File: config.mk
export PLATFORM = sky130hd
export DESIGN_NAME = fpb_unit
export DESIGN_NICKNAME = d
export VERILOG_FILES = /design/src/rtl/fpb_pkg.sv /design/src/rtl/fpb_front.sv /design/src/rtl/fpb_norm.sv /design/src/rtl/fpb_round.sv /design/src/rtl/fpb_unit.sv
export SDC_FILE = /design/constraint.sdc
export NUM_CORES = 1
export LEC_CHECK = 0
export BUFFER_PORTS_ARGS = -buffer_cell sky130_fd_sc_hd__buf_2
export CORE_ASPECT_RATIO = 1.1
export CORE_MARGIN = 1
export CORE_UTILIZATION = 45
export DETAILED_ROUTE_END_ITERATION = 7
export MAX_ROUTING_LAYER = met4
export PLACE_DENSITY_LB_ADDON = 0.08
export RECOVER_POWER = 50
export REMOVE_ABC_BUFFERS = 1
export SETUP_SLACK_MARGIN = 0.02
export SYNTH_ARGS = -nofsm -noshare
export SYNTH_HDL_FRONTEND = slang
export SYNTH_SLANG_ARGS = --single-unit
File: constraint.sdc
create_clock -name clk -period 7.4 [get_ports clk]
set_input_delay 0.74 -clock clk [delete_from_list [all_inputs] [get_ports clk]]
set_output_delay 0.74 -clock clk [all_outputs]
set_load 0.02 [all_outputs]
File: src/rtl/fpb_pkg.sv
`timescale 1ns/1ps
package fpb_pkg;
  localparam int EW   = 5;                 // exponent field width
  localparam int MW   = 10;                // fraction field width
  localparam int WW   = 1 + EW + MW;       // word width
  localparam int BIAS = 31;                // exponent offset
  localparam int SW   = MW + 1;            // significand with implied one
  localparam int XW   = SW + 3;            // significand plus guard/round/sticky
  localparam int RW   = 2 * SW + 1;        // raw result width
  localparam int ONE_POS = 2 * SW - 1;     // raw bit weighted 2^0
  localparam int EXW  = EW + 5;            // signed working exponent width
  localparam int SHW  = 1 << EW;           // widest alignment shift

  localparam logic signed [EXW-1:0] BIAS_X  = EXW'(BIAS);
  localparam logic signed [EXW-1:0] EXP_TOP = EXW'((1 << EW) - 1);
  localparam logic signed [EXW-1:0] EXP_LOW = EXW'(1);

  typedef struct packed {
    logic                  sign;
    logic                  zero;
    logic signed [EXW-1:0] exp;
    logic [RW-1:0]         raw;
    logic                  sticky;
  } raw_t;

  typedef struct packed {
    logic                  sign;
    logic                  zero;
    logic signed [EXW-1:0] exp;
    logic [XW-1:0]         sig;
    logic                  sticky;
  } norm_t;

  typedef struct packed {
    logic          ovf;
    logic          unf;
    logic          rup;
    logic          mcarry;
    logic [WW-1:0] word;
  } res_t;

  function automatic logic [SW-1:0] sig_of(input logic [WW-1:0] w);
    return (w[WW-2:MW] == '0) ? '0 : {1'b1, w[MW-1:0]};
  endfunction

  function automatic logic [WW-2:0] mag_of(input logic [WW-1:0] w);
    return (w[WW-2:MW] == '0) ? '0 : w[WW-2:0];
  endfunction

  // Stage 1: aligned add/subtract or full product, unnormalized
  function automatic raw_t front_calc(input logic [WW-1:0] a, input logic [WW-1:0] b,
                                      input logic [1:0] op);
    raw_t r;
    logic [WW-1:0] bx, big, sml;
    logic [XW-1:0] xa, xb;
    logic [XW+SHW-1:0] ext;
    logic [EW-1:0] d;
    logic [XW:0] sum;
    logic [2*SW-1:0] prod;
    r = '0;
    if (op[1]) begin
      prod   = (2*SW)'(sig_of(a)) * (2*SW)'(sig_of(b));
      r.sign = a[WW-1] ^ b[WW-1];
      r.exp  = $signed({{(EXW-EW){1'b0}}, a[WW-2:MW]}) +
               $signed({{(EXW-EW){1'b0}}, b[WW-2:MW]}) - BIAS_X;
      r.raw  = {prod, 1'b0};
    end else begin
      bx = {b[WW-1] ^ op[0], b[WW-2:0]};
      if (mag_of(bx) > mag_of(a)) begin big = bx; sml = a; end
      else begin big = a; sml = bx; end
      xa    = {sig_of(big), 3'b000};
      xb    = {sig_of(sml), 3'b000};
      d     = big[WW-2:MW] - sml[WW-2:MW];
      ext   = {xb, {SHW{1'b0}}} >> d;
      xb    = ext[XW+SHW-1:SHW];
      xb[0] = xb[0] | (|ext[SHW-1:0]);
      sum   = (big[WW-1] ^ sml[WW-1]) ? ({1'b0, xa} - {1'b0, xb})
                                      : ({1'b0, xa} + {1'b0, xb});
      r.sign = big[WW-1];
      r.exp  = $signed({{(EXW-EW){1'b0}}, big[WW-2:MW]});
      r.raw  = {sum, {(RW-XW-1){1'b0}}};
    end
    r.zero = (r.raw == '0);
    return r;
  endfunction

  // Stage 2: bring the leading one to the top of the significand
  function automatic norm_t norm_calc(input raw_t r);
    norm_t n;
    logic [RW-1:0] sh;
    int lp;
    lp = 0;
    for (int i = 0; i < RW; i++) if (r.raw[i]) lp = i;
    sh       = r.raw << (RW - 1 - lp);
    n.sign   = r.sign;
    n.zero   = r.zero;
    n.exp    = r.exp + EXW'(lp - ONE_POS);
    n.sig    = sh[RW-1 -: XW];
    n.sticky = r.sticky | (|sh[RW-XW-1:0]);
    return n;
  endfunction

  // Stage 3: round to nearest even, range check, pack
  function automatic res_t pack_calc(input norm_t n);
    res_t q;
    logic [SW:0] rm;
    logic st;
    logic signed [EXW-1:0] e;
    q        = '0;
    st       = n.sticky | (|n.sig[1:0]);
    q.rup    = n.sig[2] & (st | n.sig[3]);
    rm       = {1'b0, n.sig[XW-1:3]} + {{SW{1'b0}}, q.rup};
    q.mcarry = rm[SW];
    e        = n.exp + {{(EXW-1){1'b0}}, rm[SW]};
    if (n.zero) q = '0;
    else if (e > EXP_TOP) begin q.ovf = 1'b1; q.word = {n.sign, {(WW-1){1'b1}}}; end
    else if (e < EXP_LOW) begin q.unf = 1'b1; q.word = '0; end
    else q.word = {n.sign, e[EW-1:0], rm[MW-1:0]};
    return q;
  endfunction
endpackage

File: src/rtl/fpb_front.sv
`timescale 1ns/1ps
module fpb_front
  import fpb_pkg::*;
(
  input  logic          clk,
  input  logic          rst_n,
  input  logic          in_valid,
  input  logic [1:0]    in_op,
  input  logic [WW-1:0] in_a,
  input  logic [WW-1:0] in_b,
  output logic          out_valid,
  output raw_t          out_raw
);
  logic is_mul;
  raw_t raw_d;
  assign is_mul = in_op[1];
  assign raw_d  = front_calc(in_a, in_b, in_op);

  always_ff @(posedge clk or negedge rst_n) begin
    if (!rst_n) begin
      out_valid <= 1'b0;
      out_raw   <= '0;
    end else begin
      out_valid <= in_valid;
      out_raw   <= raw_d;
    end
  end

  // product sign follows the operand signs one stage later
  p_mul_sign_r10: assert property (@(posedge clk) disable iff (!rst_n)
    (in_valid && is_mul) |=> (out_raw.sign == ($past(in_a[WW-1]) ^ $past(in_b[WW-1]))));
endmodule

File: src/rtl/fpb_norm.sv
`timescale 1ns/1ps
module fpb_norm
  import fpb_pkg::*;
(
  input  logic  clk,
  input  logic  rst_n,
  input  logic  in_valid,
  input  raw_t  in_raw,
  output logic  out_valid,
  output norm_t out_norm
);
  norm_t norm_d;
  logic  lead_ok;
  assign norm_d  = norm_calc(in_raw);
  assign lead_ok = out_norm.sig[XW-1];

  always_ff @(posedge clk or negedge rst_n) begin
    if (!rst_n) begin
      out_valid <= 1'b0;
      out_norm  <= '0;
    end else begin
      out_valid <= in_valid;
      out_norm  <= norm_d;
    end
  end

  // every nonzero normalized significand carries its implied one on top
  p_norm_lead_r5: assert property (@(posedge clk) disable iff (!rst_n)
    (out_valid && !out_norm.zero) |-> lead_ok);
endmodule

File: src/rtl/fpb_round.sv
`timescale 1ns/1ps
module fpb_round
  import fpb_pkg::*;
(
  input  logic          clk,
  input  logic          rst_n,
  input  logic          in_valid,
  input  norm_t         in_norm,
  output logic          out_valid,
  output logic [WW-1:0] out_word,
  output logic          out_ovf,
  output logic          out_unf
);
  res_t res_d;
  logic round_up, mant_carry, ovf_hit, unf_hit;
  assign res_d      = pack_calc(in_norm);
  assign round_up   = res_d.rup;
  assign mant_carry = res_d.mcarry;
  assign ovf_hit    = res_d.ovf;
  assign unf_hit    = res_d.unf;

  always_ff @(posedge clk or negedge rst_n) begin
    if (!rst_n) begin
      out_valid <= 1'b0;
      out_word  <= '0;
      out_ovf   <= 1'b0;
      out_unf   <= 1'b0;
    end else begin
      out_valid <= in_valid;
      out_word  <= res_d.word;
      out_ovf   <= ovf_hit;
      out_unf   <= unf_hit;
    end
  end

  // a zero intermediate leaves a clean zero with no status
  p_zero_quiet_r4: assert property (@(posedge clk) disable iff (!rst_n)
    (in_valid && in_norm.zero) |=> (out_word == '0 && !out_ovf && !out_unf));
  // a fraction carry that stays in range leaves a zero fraction
  p_carry_frac_r7: assert property (@(posedge clk) disable iff (!rst_n)
    (in_valid && !in_norm.zero && mant_carry && round_up && !ovf_hit && !unf_hit)
      |=> (out_word[MW-1:0] == '0));
endmodule

File: src/rtl/fpb_unit.sv
`timescale 1ns/1ps
module fpb_unit
  import fpb_pkg::*;
(
  input  logic          clk,
  input  logic          rst_n,
  input  logic          in_valid,
  input  logic [1:0]    in_op,
  input  logic [WW-1:0] in_a,
  input  logic [WW-1:0] in_b,
  output logic          out_valid,
  output logic [WW-1:0] out_res,
  output logic          out_ovf,
  output logic          out_unf
);
  logic  s1_valid, s2_valid;
  raw_t  s1_raw;
  norm_t s2_norm;

  fpb_front u_front (
    .clk(clk), .rst_n(rst_n), .in_valid(in_valid), .in_op(in_op),
    .in_a(in_a), .in_b(in_b), .out_valid(s1_valid), .out_raw(s1_raw)
  );

  fpb_norm u_norm (
    .clk(clk), .rst_n(rst_n), .in_valid(s1_valid), .in_raw(s1_raw),
    .out_valid(s2_valid), .out_norm(s2_norm)
  );

  fpb_round u_round (
    .clk(clk), .rst_n(rst_n), .in_valid(s2_valid), .in_norm(s2_norm),
    .out_valid(out_valid), .out_word(out_res), .out_ovf(out_ovf), .out_unf(out_unf)
  );

  // a result only ever follows an accepted operation by three edges
  p_latency_r2: assert property (@(posedge clk) disable iff (!rst_n)
    out_valid |-> $past(in_valid, 3));
  // clamped results carry the largest finite magnitude
  p_no_overflow_r8: assert property (@(posedge clk) disable iff (!rst_n)
    (out_valid && out_ovf) |-> (out_res[WW-2:0] == '1));
  // flushed results are plain zero
  p_flush_zero_r9: assert property (@(posedge clk) disable iff (!rst_n)
    (out_valid && out_unf) |-> (out_res == '0));
  // the two status bits exclude each other
  p_flags_excl_r9: assert property (@(posedge clk) disable iff (!rst_n)
    !(out_ovf && out_unf));
endmodule

==> impl_metrics.tcl <==
set metrics [dict create \
    relSlewSlack -1.77 \
    crit_fanout 14 \
    fin_hold_ws_ps 345 \
    ys_warn_count 0 \
    ys_ff_latch 82 \
    fin_crit_sh 0.968 \
    clockBufferDepth 2 \
    p_leak_nw 7.37 \
    port_buffers 55 \
    wl_per_cell_um 17.3 \
    yosys-top-cells-area "dfrtp_1 (17%), ha_1 (14%), fa_1 (14%)" \
    grt_max_degree 83 \
    die_h_um 174 \
    fill_cells 2488 \
    placed_area_um2 14200 \
    fin_crit_ps 7160 \
    grt_overflow 0 \
    rows 62 \
    hold_violations 0 \
    drc_errors 0 \
    core_um2 26300 \
    finalSetupViolCount 0 \
    path_delay_family "adder cells" \
    powerDensity_nw_per_um2 399 \
    place_ws_ps -221 \
    ios 56 \
    maxCapViolations 1 \
    fin_skew_ps 5.76 \
    wl_mm 34.9 \
    synth_edf_count 0 \
    syn_area_um2 12200 \
    die_area_um2 27700 \
    drive_above_1_share 0.215 \
    clock_sinks 82 \
    netlist_instances 1452 \
    hold_depth 0 \
    grt_first_pass_wirelength_mm 57.1 \
    hpwl_mm 29.0 \
    first_pass_iters 5 \
    yosysTopAreaCellShare 0.169 \
    insertion_delay_ps 330 \
    start_util 0.462 \
    grt_pass1_vias 11300 \
    via_per_inst 5.47 \
    critPathSlowestCell "fa_1" \
    drtIter0Drc 700 \
    cp-start-kind "input port" \
    max_slew.worst_pin.slew_ps 4150 \
    synth_seq_area_share 0.169 \
    die_w_um 159 \
    numCtsBuffers 9 \
    cp_slowest_stage_delay_ps 550 \
    cp.required_ps 7640 \
    power_mw 5.84 \
    path_depth 30 \
    path_clk_slew_ps 60 \
    cp_data_arrival_time_ps 7400 \
    critical_path_buf_inv_count 8 \
    avgSynthCellArea_um2 8.38 \
    ir_drop_mv 0.210 \
    worst-r2r-cell-count 20 \
    area_growth_pct 20.5 \
    fmax_ghz 0.140 \
    endpoint_kind "flop" \
    final_area_um2 14700 \
    min_path_type "flop to flop" \
    vias 11100 \
    setup_ws_ps 236 \
    synth-main-ff-cell "dfrtp_1" \
    cts_hold_buf 0 \
    status "complete, but fails checks" \
    gp_congestion 0.949 \
    layout.nets 1917 \
    synth_top_area_cell "dfrtp_1" \
    slew_violations 83 \
    cts_tree "done" \
    rsz0062_at_grt "true" \
    clockRootBuffer "clkbuf_16" \
    violations "capacitance limit, slew limit" \
    yosysUniqueCellTypes 98 \
    htreeDepth 3 \
    postRouteAntennaNets 0 \
    synthArstFlopShare 1.00 \
    path_common_cell "fa_1" \
    critPathKind "input port to flop" \
    antenna_found_initial 1 \
    grtUsageTotal 0.264 \
    final.setup.tns_ps 0 \
]
## final timing paths
| kind | from | end | slack, ps |
|---|---|---|---|
| setup / recovery | in_b[10] | u_front.out_raw[34] | 240 |
| hold / removal | u_front.out_raw[35] | u_norm.out_norm[26] | 340 |
| setup reg to reg | u_front.out_raw[2] | u_norm.out_norm[13] | 3080 |
| hold reg to reg | u_front.out_raw[35] | u_norm.out_norm[26] | 340 |
| max in group asynchronous | rst_n | u_round.out_word[9] | 3210 |
| min in group asynchronous | rst_n | u_norm.out_norm[23] | 1860 |
## routing by layer
layer  GRT usage  up-vias  wire length (µm)
li1            -     5435                 -
met1       0.310     5338             15100
met2       0.480      244             18000
met3      0.0174       43              1040
met4      0.0793        0               743
met5           -        -                 0
## cells by family after synthesis
logic type,synth area share
AND/OR/NAND/NOR,0.195
AO/OA/AOI/OAI,0.172
buffers and inverters,0.0847
adder cells (fa/ha/maj),0.273
flip-flops,0.169
multiplexers,0.0647
XOR/XNOR,0.0410
## area by class of cell
type / instances / area, µm² / share of cell area
multi-input combinational: 1103 / 9170 / 0.626
antenna: 1 / 2.50 / 0.000171
tap: 352 / 440 / 0.0300
clock inverter: 6 / 90.1 / 0.00615
clock buffer: 10 / 229 / 0.0156
inverter: 190 / 713 / 0.0487
timing repair buffer: 278 / 1960 / 0.134
sequential: 82 / 2050 / 0.140
## Yosys cell counts (13+ instances only)
| master | instances |
|---|---|
| a21o_1 | 13 |
| a21oi_1 | 83 |
| and2_1 | 30 |
| and3_1 | 38 |
| clkbuf_1 | 67 |
| dfrtp_1 | 82 |
| fa_1 | 83 |
| ha_1 | 133 |
| inv_1 | 189 |
| mux2i_1 | 51 |
| nand2_1 | 125 |
| nand3_1 | 65 |
| nor2_1 | 89 |
| nor2b_1 | 18 |
| nor3_1 | 32 |
| o21ai_0 | 48 |
| o21bai_1 | 20 |
| xnor2_1 | 37 |
| xor2_1 | 20 |
## through the flow
step / std cells / util
4_1_cts: 2019 / 0.554
3_3_place_gp: 2003 / 0.542
3_5_place_dp: 2003 / 0.542
2_1_floorplan: 1375 / -
6_report: 2022 / 0.557
5_1_grt: 2022 / 0.557
## cells in the final DEF (no fill, tap or decap), types with 8 or more instances in the layout
cell	n
buf_4	221
inv_1	188
ha_1	133
nand2_1	125
nor2_1	85
fa_1	83
dfrtp_1	82
a21oi_1	80
nand3_1	65
buf_2	51
mux2i_1	50
o21ai_0	45
and3_1	38
xnor2_1	36
nor3_1	31
and2_1	30
xor2_1	20
o21bai_1	20
nor2b_1	18
a21o_1	13
nand2b_1	11
a31oi_1	10
or2_2	9
o22ai_1	9
clkbuf_16	9
o31ai_1	8
mux4_2	8
nand4_1	8
## sequential cells by signal, indices dropped and copies added (netlist names)
name               cells
u_front.out_raw       34
u_round.out_word      16
u_norm.out_valid       1
u_norm.out_norm       27
u_round.out_unf        1
u_round.out_valid      1
u_round.out_ovf        1
u_front.out_valid      1
## repair_timing
item / 4_1_cts / 5_1_grt
endpoints found under the setup margin: 0 / 5
setup buffers: 0 / 2
resized for setup: 0 / 22
## power breakdown
part / internal (mW) / switching [mW]
logic: 2.13 / 2.49
registers: 0.643 / 0.122
clock network: 0.296 / 0.172
Note: power is estimated with default switching activity, not from simulation.
